`config.mk`:
```
export PLATFORM = sky130hd
export DESIGN_NAME = int_exec_unit
export DESIGN_NICKNAME = d
export VERILOG_FILES = /design/src/rtl/exec_pkg.sv /design/src/rtl/exec_imm_ext.sv /design/src/rtl/exec_addsub.sv /design/src/rtl/exec_logic.sv /design/src/rtl/exec_shifter.sv /design/src/rtl/int_exec_unit.sv
export SDC_FILE = /design/constraint.sdc
export NUM_CORES = 1
export LEC_CHECK = 0
export ABC_AREA = 1
export BUFFER_PORTS_ARGS = -buffer_cell sky130_fd_sc_hd__buf_2
export CAP_MARGIN = 10
export CORE_ASPECT_RATIO = 1.4
export CORE_MARGIN = 8
export CORE_UTILIZATION = 35
export CTS_CLUSTER_DIAMETER = 100
export DETAILED_ROUTE_END_ITERATION = 12
export MAX_ROUTING_LAYER = met4
export SKIP_CTS_REPAIR_TIMING = 1
export SLEW_MARGIN = 30
export SYNTH_ARGS = -nofsm -noshare
export SYNTH_HDL_FRONTEND = slang
export SYNTH_SLANG_ARGS = --single-unit
```
`constraint.sdc`:
```
create_clock -name clk -period 4.4 [get_ports clk]
set_input_delay 0.44 -clock clk [delete_from_list [all_inputs] [get_ports clk]]
set_output_delay 0.44 -clock clk [all_outputs]
set_load 0.05 [all_outputs]
```
`src/rtl/exec_pkg.sv`:
```
package exec_pkg;

   localparam int XLEN   = 32;
   localparam int IMMLEN = 16;
   localparam int SHLEN  = 5;

   typedef enum logic [3:0] {
      OP_ADD  = 4'd0,
      OP_SUB  = 4'd1,
      OP_AND  = 4'd2,
      OP_OR   = 4'd3,
      OP_NOR  = 4'd4,
      OP_XOR  = 4'd5,
      OP_ADDI = 4'd6,
      OP_ANDI = 4'd7,
      OP_ORI  = 4'd8,
      OP_XORI = 4'd9,
      OP_SLL  = 4'd10,
      OP_SRL  = 4'd11,
      OP_LUI  = 4'd12,
      OP_RSV0 = 4'd13,
      OP_RSV1 = 4'd14,
      OP_RSV2 = 4'd15
   } op_e;

   typedef enum logic [1:0] {
      LF_AND = 2'd0,
      LF_OR  = 2'd1,
      LF_NOR = 2'd2,
      LF_XOR = 2'd3
   } logic_fn_e;

   typedef enum logic [2:0] {
      RS_ZERO  = 3'd0,
      RS_ARITH = 3'd1,
      RS_LOGIC = 3'd2,
      RS_SHIFT = 3'd3,
      RS_UPPER = 3'd4
   } res_src_e;

endpackage

```
`src/rtl/exec_imm_ext.sv`:
```
module exec_imm_ext #(
   parameter int DATA_W = 32,
   parameter int IMM_W  = 16,
   parameter bit SIGNED = 1'b1
) (
   input  logic [IMM_W-1:0]  imm,
   output logic [DATA_W-1:0] ext
);
   localparam int PAD_W = DATA_W - IMM_W;

   if (IMM_W > DATA_W) begin : g_bad_width
      $error("exec_imm_ext: IMM_W exceeds DATA_W");
   end

   if (SIGNED) begin : g_sign
      assign ext = {{PAD_W{imm[IMM_W-1]}}, imm};
   end else begin : g_zero
      assign ext = {{PAD_W{1'b0}}, imm};
   end
endmodule

```
`src/rtl/exec_addsub.sv`:
```
module exec_addsub #(
   parameter int DATA_W = 32
) (
   input  logic [DATA_W-1:0] a,
   input  logic [DATA_W-1:0] b,
   input  logic              sub,
   output logic [DATA_W-1:0] sum,
   output logic              ovf
);
   localparam int MSB = DATA_W - 1;

   if (DATA_W < 2) begin : g_bad_width
      $error("exec_addsub: DATA_W must be at least 2");
   end

   logic [DATA_W-1:0] b_eff;

   always_comb begin
      b_eff = sub ? ~b : b;
      sum   = a + b_eff + {{(DATA_W-1){1'b0}}, sub};
      ovf   = (a[MSB] == b_eff[MSB]) && (sum[MSB] != a[MSB]);
   end
endmodule

```
`src/rtl/exec_logic.sv`:
```
module exec_logic #(
   parameter int DATA_W = 32
) (
   input  logic [DATA_W-1:0]         a,
   input  logic [DATA_W-1:0]         b,
   input  exec_pkg::logic_fn_e       fn,
   output logic [DATA_W-1:0]         y
);
   import exec_pkg::*;

   always_comb begin
      unique case (fn)
         LF_AND:  y = a & b;
         LF_OR:   y = a | b;
         LF_NOR:  y = ~(a | b);
         LF_XOR:  y = a ^ b;
         default: y = '0;
      endcase
   end
endmodule

```
`src/rtl/exec_shifter.sv`:
```
module exec_shifter #(
   parameter int DATA_W  = 32,
   parameter int SHAMT_W = 5
) (
   input  logic [DATA_W-1:0]  a,
   input  logic [SHAMT_W-1:0] shamt,
   input  logic               right,
   output logic [DATA_W-1:0]  y
);
   if ((1 << SHAMT_W) != DATA_W) begin : g_bad_width
      $error("exec_shifter: DATA_W must equal 2**SHAMT_W");
   end

   logic [DATA_W-1:0] stage [SHAMT_W+1];

   assign stage[0] = a;

   for (genvar k = 0; k < SHAMT_W; k++) begin : g_stage
      localparam int DIST = 1 << k;
      always_comb begin
         if (!shamt[k])
            stage[k+1] = stage[k];
         else if (right)
            stage[k+1] = stage[k] >> DIST;
         else
            stage[k+1] = stage[k] << DIST;
      end
   end

   assign y = stage[SHAMT_W];
endmodule

```
`src/rtl/int_exec_unit.sv`:
```
module int_exec_unit #(
   parameter int DATA_W  = exec_pkg::XLEN,
   parameter int IMM_W   = exec_pkg::IMMLEN,
   parameter int SHAMT_W = exec_pkg::SHLEN,
   parameter bit REG_OUT = 1'b1
) (
   input  logic               clk,
   input  logic               rst,
   input  logic               in_valid,
   input  logic [3:0]         op_sel,
   input  logic [DATA_W-1:0]  src_a,
   input  logic [DATA_W-1:0]  src_b,
   input  logic [IMM_W-1:0]   imm16,
   input  logic [SHAMT_W-1:0] shamt,
   output logic [DATA_W-1:0]  result,
   output logic               result_valid,
   output logic               ovf
);
   import exec_pkg::*;

   localparam int LOW_W = DATA_W - IMM_W;

   if (IMM_W >= DATA_W) begin : g_bad_imm
      $error("int_exec_unit: IMM_W must be narrower than DATA_W");
   end
   if ((1 << SHAMT_W) != DATA_W) begin : g_bad_shamt
      $error("int_exec_unit: SHAMT_W must address every bit of DATA_W");
   end

   op_e op;
   assign op = op_e'(op_sel);

   logic [DATA_W-1:0] imm_sx, imm_zx;

   exec_imm_ext #(.DATA_W(DATA_W), .IMM_W(IMM_W), .SIGNED(1'b1)) u_sx (
      .imm (imm16),
      .ext (imm_sx)
   );
   exec_imm_ext #(.DATA_W(DATA_W), .IMM_W(IMM_W), .SIGNED(1'b0)) u_zx (
      .imm (imm16),
      .ext (imm_zx)
   );

   // Decode: operand B choice, unit controls and result source.
   logic [DATA_W-1:0] opnd_b;
   logic              do_sub, shr;
   logic_fn_e         lfn;
   res_src_e          rsrc;

   always_comb begin
      opnd_b = src_b;
      do_sub = 1'b0;
      shr    = 1'b0;
      lfn    = LF_AND;
      rsrc   = RS_ZERO;
      unique case (op)
         OP_ADD:  rsrc = RS_ARITH;
         OP_SUB:  begin rsrc = RS_ARITH; do_sub = 1'b1; end
         OP_ADDI: begin rsrc = RS_ARITH; opnd_b = imm_sx; end
         OP_AND:  begin rsrc = RS_LOGIC; lfn = LF_AND; end
         OP_OR:   begin rsrc = RS_LOGIC; lfn = LF_OR;  end
         OP_NOR:  begin rsrc = RS_LOGIC; lfn = LF_NOR; end
         OP_XOR:  begin rsrc = RS_LOGIC; lfn = LF_XOR; end
         OP_ANDI: begin rsrc = RS_LOGIC; lfn = LF_AND; opnd_b = imm_zx; end
         OP_ORI:  begin rsrc = RS_LOGIC; lfn = LF_OR;  opnd_b = imm_zx; end
         OP_XORI: begin rsrc = RS_LOGIC; lfn = LF_XOR; opnd_b = imm_zx; end
         OP_SLL:  rsrc = RS_SHIFT;
         OP_SRL:  begin rsrc = RS_SHIFT; shr = 1'b1; end
         OP_LUI:  rsrc = RS_UPPER;
         default: rsrc = RS_ZERO;
      endcase
   end

   logic [DATA_W-1:0] arith_y, logic_y, shift_y, upper_y;
   logic              arith_ovf;

   exec_addsub #(.DATA_W(DATA_W)) u_arith (
      .a   (src_a),
      .b   (opnd_b),
      .sub (do_sub),
      .sum (arith_y),
      .ovf (arith_ovf)
   );

   exec_logic #(.DATA_W(DATA_W)) u_logic (
      .a  (src_a),
      .b  (opnd_b),
      .fn (lfn),
      .y  (logic_y)
   );

   exec_shifter #(.DATA_W(DATA_W), .SHAMT_W(SHAMT_W)) u_shift (
      .a     (src_a),
      .shamt (shamt),
      .right (shr),
      .y     (shift_y)
   );

   assign upper_y = {imm16, {LOW_W{1'b0}}};

   logic [DATA_W-1:0] comb_res;
   logic              comb_ovf;

   always_comb begin
      comb_ovf = 1'b0;
      unique case (rsrc)
         RS_ARITH: begin comb_res = arith_y; comb_ovf = arith_ovf; end
         RS_LOGIC: comb_res = logic_y;
         RS_SHIFT: comb_res = shift_y;
         RS_UPPER: comb_res = upper_y;
         default:  comb_res = '0;
      endcase
   end

   if (REG_OUT) begin : g_reg
      always_ff @(posedge clk) begin
         if (rst) begin
            result       <= '0;
            ovf          <= 1'b0;
            result_valid <= 1'b0;
         end else begin
            result_valid <= in_valid;
            if (in_valid) begin
               result <= comb_res;
               ovf    <= comb_ovf;
            end
         end
      end

      p_valid_follow_r9: assert property (@(posedge clk) disable iff (rst)
         in_valid |=> result_valid);
      p_valid_drop_r9: assert property (@(posedge clk) disable iff (rst)
         !in_valid |=> !result_valid);
      p_hold_r9: assert property (@(posedge clk) disable iff (rst)
         !in_valid |=> ($stable(result) && $stable(ovf)));
      p_reset_clear_r10: assert property (@(posedge clk)
         rst |=> (result == '0 && !ovf && !result_valid));
   end else begin : g_comb
      assign result       = comb_res;
      assign ovf          = comb_ovf;
      assign result_valid = in_valid;
   end

   p_unused_zero_r7: assert property (@(posedge clk) disable iff (rst)
      (op_sel >= 4'd13) |-> (comb_res == '0 && !comb_ovf));
   p_andi_upper_r4: assert property (@(posedge clk) disable iff (rst)
      (op == OP_ANDI) |-> (comb_res[DATA_W-1:IMM_W] == '0));
   p_lui_low_r6: assert property (@(posedge clk) disable iff (rst)
      (op == OP_LUI) |-> (comb_res[LOW_W-1:0] == '0));
   p_shift_zero_r5: assert property (@(posedge clk) disable iff (rst)
      ((op == OP_SLL || op == OP_SRL) && shamt == '0) |-> (comb_res == src_a));
   p_sub_self_r1: assert property (@(posedge clk) disable iff (rst)
      (op == OP_SUB && src_a == src_b) |-> (comb_res == '0));
   p_ovf_arith_r8: assert property (@(posedge clk) disable iff (rst)
      comb_ovf |-> (op == OP_ADD || op == OP_SUB || op == OP_ADDI));

endmodule

```
==> results.json, run 1 <==
{
  "grt_pass1_wl_um": 72310,
  "switching_share": 0.5389,
  "peakVddDrop_uv": 162.7,
  "grt_max_degree": 47,
  "sequentialPowerShare": 0.152,
  "layout-drive-gt1-share": 0.1475,
  "drt_wl_total_um": 48380,
  "switching_power_uw": 1237,
  "power_uw": 2296,
  "hold_start": "result[4]",
  "pwr-share-clk": 0.179,
  "synthTopCellsByArea": "nand2_1, ha_1, nand3_1, dfxtp_1, inv_1",
  "ys.flop_type": "dfxtp_1",
  "core_area_um2": 26010,
  "crit_top_cell": "nand2_1",
  "synth_top_area_share": 0.1911,
  "worstPathMaxFanout": 28,
  "final_cell_mix": "nand2_1, nand3_1, inv_1",
  "ant_nets": 0,
  "hold_viol_final": 0,
  "cts_tree": "yes",
  "stdcell_area_um2": 10540,
  "setup_violations": 0,
  "end_kind": "register",
  "final_common_cell": "nand2_1",
  "clock_latency_ns": 0.28,
  "cts-buffers-inserted": 5,
  "die-area_um2": 31900,
  "area_delta_synth_final_pct": 14.14,
  "post_drt_wl_per_cell_um": 23.10,
  "rsz0062_at_grt": "false",
  "ys_async_sr_fraction": 0,
  "multi_input_area_um2": 7495,
  "final_nets": 1961,
  "maxSlewViolCount": 0,
  "portBuffers": 125,
  "route.detailed.drc": 0,
  "postSynthAreaPerCell_um2": 5.571,
  "die_w_um": 153.3,
  "antenna_cells": 0,
  "fin_util": 0.4051,
  "dr_total_vias": 12150,
  "outcome": "complete, no violations",
  "crit_path_top_delay_cell": "o21ai_1",
  "antenna_found_initial": 0,
  "yosysSeqAreaShare": 0.07373,
  "die_h_um": 208.2,
  "yosys.area.top_type": "nand2_1",
  "synthCells": 1657,
  "hpwl_um": 40790,
  "dpl.cell_count": 2086,
  "critPathRequiredTime_ns": 4.59,
  "ys_warn_count": 0,
  "clk_path_buf_depth": 2,
  "crit_chain": "buf_2 > inv_2 > nor2_8 > nand2_1 > nand2_2 > inv_2 > o21ai_1 > xnor2_1 > ha_1 > a21oi_1 > o21ai_0 > a21oi_1 > nand2_1 > a21boi_0 > nor2_1 > nand2_1 > nand2_1 > or2_2 > nand3_1 > nand3_1 > nand2_1 > nand2_1",
  "slew_headroom": 0.3400,
  "arrival_ns": 4.25,
  "start_util": 0.3549,
  "cts_sinks": 34,
  "fin_crit_ns": 4.057,
  "ys_seq_elements": 34,
  "hold_ws_ns": 0.4498,
  "rows": 70,
  "syn_nets": 1849,
  "crit_path_start": "op_sel[3]",
  "ys_types": 53,
  "regArea_um2": 680.7,
  "htree_levels": 2,
  "synth_edf_count": 0,
  "critical-path-max-stage-delay_ns": 0.45,
  "reg2reg_from": "result[31]",
  "min_path_type": "register to register",
  "stdcell_count": 2094,
  "start_kind": "primary input",
  "fillers": 2973,
  "viasPerCell": 5.801,
  "drtIter0Drc": 1023,
  "gr-total-overflow": 0,
  "grt_pass1_vias": 11810,
  "syn-cell-area_um2": 9231,
  "fin_crit_sh": 0.9221,
  "tightest_slew_ns": 0.9889,
  "root_buffer": "clkbuf_16",
  "power_frac_comb": 0.669,
  "rrSetupSlack_ns": 3.66,
  "criticalPathCategory": "primary input to register",
  "p_leak_uw": 0.005479,
  "first_pass_iters": 5,
  "cts.clk_slew.worst_paths_ns": 0.07,
  "grtUsageTotal": 0.3030,
  "p_int_uw": 1059,
  "maxCapViolations": 0,
  "io_pins": 126,
  "powerDensity_nw_per_um2": 217.9,
  "finalClockSkew_ns": 0,
  "fmax_mhz": 246.5,
  "place_congestion": 0.9887,
  "place_area_um2": 10370
}
[stage by stage]
stage | setup TNS [ns] | setup WS, ns
2_1_floorplan | 0 | 0.7934
3_3_place_gp | -0.4354 | -0.2806
3_5_place_dp | -0.3612 | -0.1300
4_1_cts | 0 | 0.1665
5_1_grt | 0 | 0.03921
6_report | 0 | 0.3430
[path summary, 6_finish.rpt]
kind / endpoint / depth (start not counted)
setup / recovery: result[24] / 22
hold / removal: result[4] / 2
setup reg to reg: result[31] / 2
hold reg to reg: result[4] / 2
[cell type report]
class	count	share of cell area
inverters	182	0.06484
clock buffers	8	0.01579
well taps	324	0.03848
flip-flops and latches	34	0.06460
multi-input cells	1362	0.7113
repair buffers	184	0.1050
[sequential cells by signal, summed over array words and instances, names as in the netlist]
name	flops
ovf	1
result	32
result_valid	1
[worst max-delay path: cells and delay by family]
| kind | cells | cell delay, ns |
|---|---|---|
| and+or+nand+nor | 12 | 1.45 |
| buffers and inverters | 3 | 0.50 |
| adders and majority gates | 1 | 0.37 |
| AOI/OAI and AO/OA | 5 | 1.33 |
| xor gates and xnor gates | 1 | 0.16 |
[kinds of logic after synthesis]
group,share of synthesized area
xor+xnor,0.03226
flops,0.07373
buf+inv,0.1163
fa+ha+maj,0.1364
compound gates,0.2236
simple gates,0.4177
[layer usage]
| layer | vias to the layer above | track usage | wire length, um |
|---|---|---|---|
| li1 | 5790 | - | - |
| met1 | 5647 | 0.3457 | 18920 |
| met2 | 574 | 0.5086 | 23010 |
| met3 | 137 | 0.01908 | 2775 |
| met4 | 0 | 0.1971 | 3678 |
| met5 | - | - | 0 |
[power by group through the flow]
stage          clock network, uW  registers (uW)  logic [uW]
2_1_floorplan                  0             423         887
3_3_place_gp                   0             355        1510
3_5_place_dp                   0             355        1500
4_1_cts                      411             349        1510
5_1_grt                      420             351        1670
6_report                     411             349        1540
[synth_stat cells (4+ instances only)]
master	number
o21a_1	5
inv_1	172
nor2_1	91
o22ai_1	4
nand2_2	9
a21oi_1	109
inv_2	4
nand3b_1	4
nor3_1	7
a311oi_1	6
a31oi_1	5
xnor2_1	14
o211ai_2	6
nand3_1	237
ha_1	99
o21ai_0	127
clkinv_1	6
nand4_1	28
nand3_2	7
dfxtp_1	34
xor2_1	20
clkbuf_1	40
o21ai_2	7
o211ai_1	17
buf_6	7
or2_2	8
buf_2	27
o221a_2	11
nand2_1	470
a21o_1	5
o21ai_1	30
Note: power is estimated with default switching activity, not from simulation.
==> run 2, diff against run 1 <==
--- a/config.mk
+++ b/config.mk
@@ -14,6 +14,7 @@
 export CTS_CLUSTER_DIAMETER = 100
 export DETAILED_ROUTE_END_ITERATION = 12
 export MAX_ROUTING_LAYER = met4
+export PLACE_DENSITY = 0.61
 export SKIP_CTS_REPAIR_TIMING = 1
 export SLEW_MARGIN = 30
 export SYNTH_ARGS = -nofsm -noshare
==> results.json, run 2 (synthesis results as in run 1) <==
{
  "outcome": "complete, no violations",
  "place_congestion": 1.121,
  "path_buf_inv": 5,
  "cts_sinks": 34,
  "clk_path_buf_depth": 2,
  "area_delta_synth_final_pct": 13.73,
  "clock_latency_ns": 0.29,
  "crit_top_cell": "nand2_1",
  "p_leak_uw": 0.005456,
  "io_pins": 126,
  "die_h_um": 208.2,
  "post_drt_wl_per_cell_um": 23.18,
  "finalClockSkew_ns": 0,
  "regMostFlops": "result",
  "cpLargestDelayFamily": "compound AO/OA/AOI/OAI gates",
  "hold_start": "result[2]",
  "r2r_cells": 2,
  "largest_reg_flops": 32,
  "dr_total_vias": 12320,
  "core_area_um2": 26010,
  "fin_crit_ns": 4.143,
  "end_kind": "register",
  "start_util": 0.3549,
  "grtUsageTotal": 0.3024,
  "reg2reg_from": "result[31]",
  "worstPathMaxFanout": 28,
  "critPathRequiredTime_ns": 4.58,
  "antenna_found_initial": 0,
  "final_nets": 1961,
  "cts_tree": "yes",
  "sequentialPowerShare": 0.150,
  "first_pass_iters": 8,
  "crit_path_top_delay_cell": "o21ai_0",
  "arrival_ns": 4.33,
  "hold_end": "result[2]",
  "root_buffer": "clkbuf_16",
  "grt_max_degree": 47,
  "final_common_cell": "nand2_1",
  "crit_chain": "buf_2 > inv_2 > nor2_8 > nand2_1 > nand2_2 > inv_2 > o21ai_1 > xnor2_1 > ha_1 > nand2_1 > nor2_1 > buf_4 > a21oi_1 > o21ai_2 > nand2_1 > nand2_1 > o21ai_0 > buf_4 > o2111ai_1 > nand2_1 > nand2_1",
  "tightest_slew_ns": 0.8361,
  "setup_violations": 0,
  "drtIter0Drc": 1334,
  "viasPerCell": 5.885,
  "grt_pass1_vias": 11810,
  "die_w_um": 153.3,
  "die-area_um2": 31900,
  "worstHoldPathCells": 2,
  "hold_viol_final": 0,
  "slew_headroom": 0.4420,
  "rsz0062_at_grt": "false",
  "rows": 70,
  "powerDensity_nw_per_um2": 220.5,
  "final_cell_mix": "nand2_1, nand3_1, inv_1",
  "start_kind": "primary input",
  "top_regs": "result: 32 flops, ovf: 1 flops, result_valid: 1 flops",
  "maxCapViolations": 0,
  "cts-buffers-inserted": 5,
  "p_int_uw": 1066,
  "peakVddDrop_uv": 119.4,
  "drt_wl_total_um": 48540,
  "stdcell_count": 2094,
  "hold_ws_ns": 0.4505,
  "cts.clk_slew.worst_paths_ns": 0.06,
  "crit_path_start": "op_sel[3]",
  "power_frac_comb": 0.665,
  "min_path_type": "register to register",
  "ant_nets": 0,
  "htree_levels": 2,
  "gr-total-overflow": 0,
  "layout-drive-gt1-share": 0.1469,
  "hpwl_um": 40450,
  "fin_util": 0.4036,
  "criticalPathCategory": "primary input to register",
  "fmax_mhz": 241.4,
  "route.detailed.drc": 0,
  "grt_pass1_wl_um": 71980,
  "critical-path-max-stage-delay_ns": 0.51,
  "rrSetupSlack_ns": 3.65,
  "fin_crit_sh": 0.9415,
  "portBuffers": 125,
  "r2r-end": "result[31]",
  "dpl.cell_count": 2086,
  "antenna_cells": 0,
  "switching_share": 0.5397,
  "switching_power_uw": 1250,
  "maxSlewViolCount": 0,
  "pwr-share-clk": 0.185
}
==> run 2: cell type report <==
cell class,count,area [um2]
Inverter,182,683.2
Multi-Input combinational cell,1362,7491
Fill cell,2890,15510
Clock buffer,5,125.1
Tap cell,324,405.4
Clock inverter,3,45.04
Timing Repair Buffer,184,1069
Sequential cell,34,680.7
==> run 2: power groups by stage <==
| stage | clock network (uW) | logic (uW) | registers [uW] |
|---|---|---|---|
| floorplan | 0 | 887 | 423 |
| global placement | 0 | 1500 | 354 |
| detailed placement | 0 | 1500 | 354 |
| CTS | 426 | 1510 | 347 |
| global route | 438 | 1670 | 349 |
| finish | 429 | 1540 | 347 |
==> run 2: routing by layer <==
metal	up-vias	wire (um)	track usage
li1	5789	-	-
met5	-	0	-
met4	0	3612	0.1923
met3	150	3136	0.02012
met2	610	23280	0.5143
met1	5775	18510	0.3405
==> run 2: how the worst max path moves through the flow <==
stage | to | slack (ns) | cells past startpoint
after floorplan | result[24] | 0.79 | 24
after global placement | result[13] | 0.0009 | 21
after detailed placement | result[13] | -0.06 | 21
after CTS | result[13] | 0.23 | 21
after global routing | result[22] | 0.01 | 24
final | result[13] | 0.26 | 21
==> run 2: tightest hold or removal path: stages (launching register included) <==
cell and delay, ns:
dfxtp_1 0.31, nand2_1 0.06, nand2_1 0.04
==> run 2: per-stage QoR <==
| step | total power (uW) | cell area, um2 | TNS [ns] | setup slack, ns |
|---|---|---|---|---|
| floorplan | 1311 | 9231 | 0 | 0.7934 |
| global placement | 1852 | 10330 | 0 | 0.0008864 |
| detailed placement | 1855 | 10330 | -0.07515 | -0.05676 |
| CTS | 2279 | 10500 | 0 | 0.2287 |
| global route | 2453 | 10500 | 0 | 0.01318 |
| finish | 2315 | 10500 | 0 | 0.2574 |
==> run 3, diff against run 2 <==
--- a/config.mk
+++ b/config.mk
@@ -13,6 +13,7 @@
 export CORE_UTILIZATION = 35
 export CTS_CLUSTER_DIAMETER = 100
 export DETAILED_ROUTE_END_ITERATION = 12
+export GPL_TIMING_DRIVEN = 0
 export MAX_ROUTING_LAYER = met4
 export PLACE_DENSITY = 0.61
 export SKIP_CTS_REPAIR_TIMING = 1
@@ -20,3 +21,4 @@
 export SYNTH_ARGS = -nofsm -noshare
 export SYNTH_HDL_FRONTEND = slang
 export SYNTH_SLANG_ARGS = --single-unit
+export TNS_END_PERCENT = 10
==> results.json, run 3 (synthesis results as in run 1) <==
{
  "grt_max_degree": 12,
  "final_cell_mix": "nand2_1, nand3_1, inv_1",
  "fin_crit_sh": 0.9635,
  "fin_crit_ns": 4.239,
  "clock_latency_ns": 0.28,
  "cts_sinks": 34,
  "setup_ws_ns": 0.1607,
  "top_regs": "result: 32 flops, ovf: 1 flops, result_valid: 1 flops",
  "layout-drive-gt1-share": 0.1472,
  "drt_wl_total_um": 54870,
  "drtIter0Drc": 1029,
  "p_leak_uw": 0.005418,
  "worstHoldPathCells": 2,
  "io_pins": 126,
  "cts_tree": "yes",
  "power_frac_comb": 0.702,
  "clk_path_buf_depth": 2,
  "hpwl_um": 46440,
  "switching_share": 0.5648,
  "htree_levels": 2,
  "place_area_um2": 10240,
  "worstPathMaxFanout": 10,
  "min_path_type": "register to register",
  "ant_nets": 0,
  "hold_end": "result[25]",
  "criticalPathCategory": "primary input to register",
  "gr-total-overflow": 0,
  "rows": 70,
  "die_h_um": 208.2,
  "largest_reg_flops": 32,
  "area_delta_synth_final_pct": 14.49,
  "first_pass_iters": 6,
  "antenna_found_initial": 0,
  "maxCapViolations": 0,
  "final_common_cell": "nand2_1",
  "die-area_um2": 31900,
  "peakVddDrop_uv": 170.1,
  "critPathRequiredTime_ns": 4.57,
  "powerDensity_nw_per_um2": 220.6,
  "regMostFlops": "result",
  "maxSlewViolCount": 0,
  "switching_power_uw": 1317,
  "fillers": 2985,
  "hold_viol_final": 0,
  "hold_start": "result[25]",
  "cts.clk_slew.worst_paths_ns": 0.05,
  "cts-buffers-inserted": 5,
  "stdcell_area_um2": 10570,
  "grtUsageTotal": 0.3425,
  "reg2reg_from": "result[30]",
  "route.detailed.drc": 0,
  "power_uw": 2331,
  "stdcell_count": 2111,
  "grt_pass1_wl_um": 79180,
  "die_w_um": 153.3,
  "p_int_uw": 1014,
  "start_kind": "primary input",
  "antenna_cells": 0,
  "dr_total_vias": 12380,
  "core_area_um2": 26010,
  "dpl.cell_count": 2102,
  "dp_slack_ns": -0.7900,
  "arrival_ns": 4.41,
  "slew_headroom": 0.4193,
  "fmax_mhz": 235.9,
  "grt_pass1_vias": 12160,
  "root_buffer": "clkbuf_16",
  "hold_ws_ns": 0.4485,
  "end_kind": "register",
  "final_nets": 1978,
  "setup_violations": 0,
  "rrSetupSlack_ns": 3.76,
  "outcome": "complete, no violations",
  "viasPerCell": 5.862,
  "rsz0062_at_grt": "true",
  "sequentialPowerShare": 0.147,
  "pwr-share-clk": 0.151,
  "r2r-end": "result[30]",
  "tightest_slew_ns": 0.8620,
  "finalClockSkew_ns": 0,
  "r2r_cells": 2,
  "start_util": 0.3549,
  "post_drt_wl_per_cell_um": 25.99,
  "portBuffers": 121,
  "place_congestion": 1.038
}
-- run 3: cell count changes in the layout (fill, tap and decap cells not counted), moves of 2 or more --
| cell | previous run | this run |
|---|---|---|
| o21ai_4 | 0 | 4 |
| buf_6 | 0 | 7 |
| clkbuf_2 | 0 | 2 |
| o21ai_2 | 8 | 13 |
| o21ai_0 | 124 | 115 |
| a21oi_2 | 1 | 8 |
| buf_2 | 125 | 147 |
| clkbuf_1 | 0 | 36 |
| buf_1 | 0 | 3 |
| buf_4 | 59 | 4 |
| clkbuf_4 | 0 | 2 |
| a21oi_1 | 109 | 101 |
-- run 3: power by group through the flow --
stage                     clock, uW  sequential [uW]  combinational, uW
after floorplan                   0              423                887
after CTS                       356              342               1550
after global routing            373              345               1760
after global placement            0              348               1540
final                           352              343               1640
after detailed placement          0              348               1540
-- run 3: critical path: stages --
cell and delay (ns):
buf_2 0.18, inv_2 0.08, nor2_8 0.16, nand2_1 0.12, nand2_2 0.11, clkbuf_4 0.23
inv_2 0.15, clkbuf_4 0.23, nand2_1 0.08, o21ai_1 0.15, xnor2_1 0.20, ha_1 0.37
a21oi_2 0.23, o21ai_0 0.11, a21oi_1 0.13, nand2_1 0.17, a21boi_2 0.25, nor2_2 0.09
nand2_1 0.07, nand2_1 0.05, or2_2 0.28, nand3_2 0.16, nand3_1 0.19, nand2_1 0.11
nand2_1 0.05
-- run 3: area by class of cell --
| cell class | instances | area [um2] | area share |
|---|---|---|---|
| Clock inverter | 2 | 12.51 | 0.001184 |
| Sequential cell | 34 | 680.7 | 0.06440 |
| Buffer | 79 | 402.9 | 0.03812 |
| Inverter | 182 | 683.2 | 0.06464 |
| Tap cell | 324 | 405.4 | 0.03836 |
| Timing Repair Buffer | 122 | 613.1 | 0.05801 |
| Multi-Input combinational cell | 1362 | 7632 | 0.7221 |
| Clock buffer | 6 | 138.9 | 0.01314 |
-- run 3: worst max-delay path by stage --
| stage | from | depth (start not counted) | endpoint |
|---|---|---|---|
| after floorplan | op_sel[1] | 24 | result[24] |
| after global placement | op_sel[3] | 25 | result[24] |
| after detailed placement | op_sel[3] | 25 | result[24] |
| after CTS | op_sel[3] | 25 | result[24] |
| after global routing | op_sel[3] | 25 | result[24] |
| final | op_sel[3] | 25 | result[24] |
-- run 3: through the flow --
| stage | setup TNS (ns) | util |
|---|---|---|
| 2_1_floorplan | 0 | - |
| 3_3_place_gp | -6.579 | 0.3937 |
| 3_5_place_dp | -6.667 | 0.3937 |
| 4_1_cts | -2.160 | 0.3996 |
| 5_1_grt | -0.08655 | 0.4063 |
| 6_report | 0 | 0.4063 |
-- run 3: per-layer routing --
metal	vias up	GRT usage	part of all wire
met5	-	-	0
met4	0	0.2601	0.092
met3	194	0.03257	0.058
met2	626	0.5887	0.48
met1	5723	0.3596	0.37
li1	5832	-	-
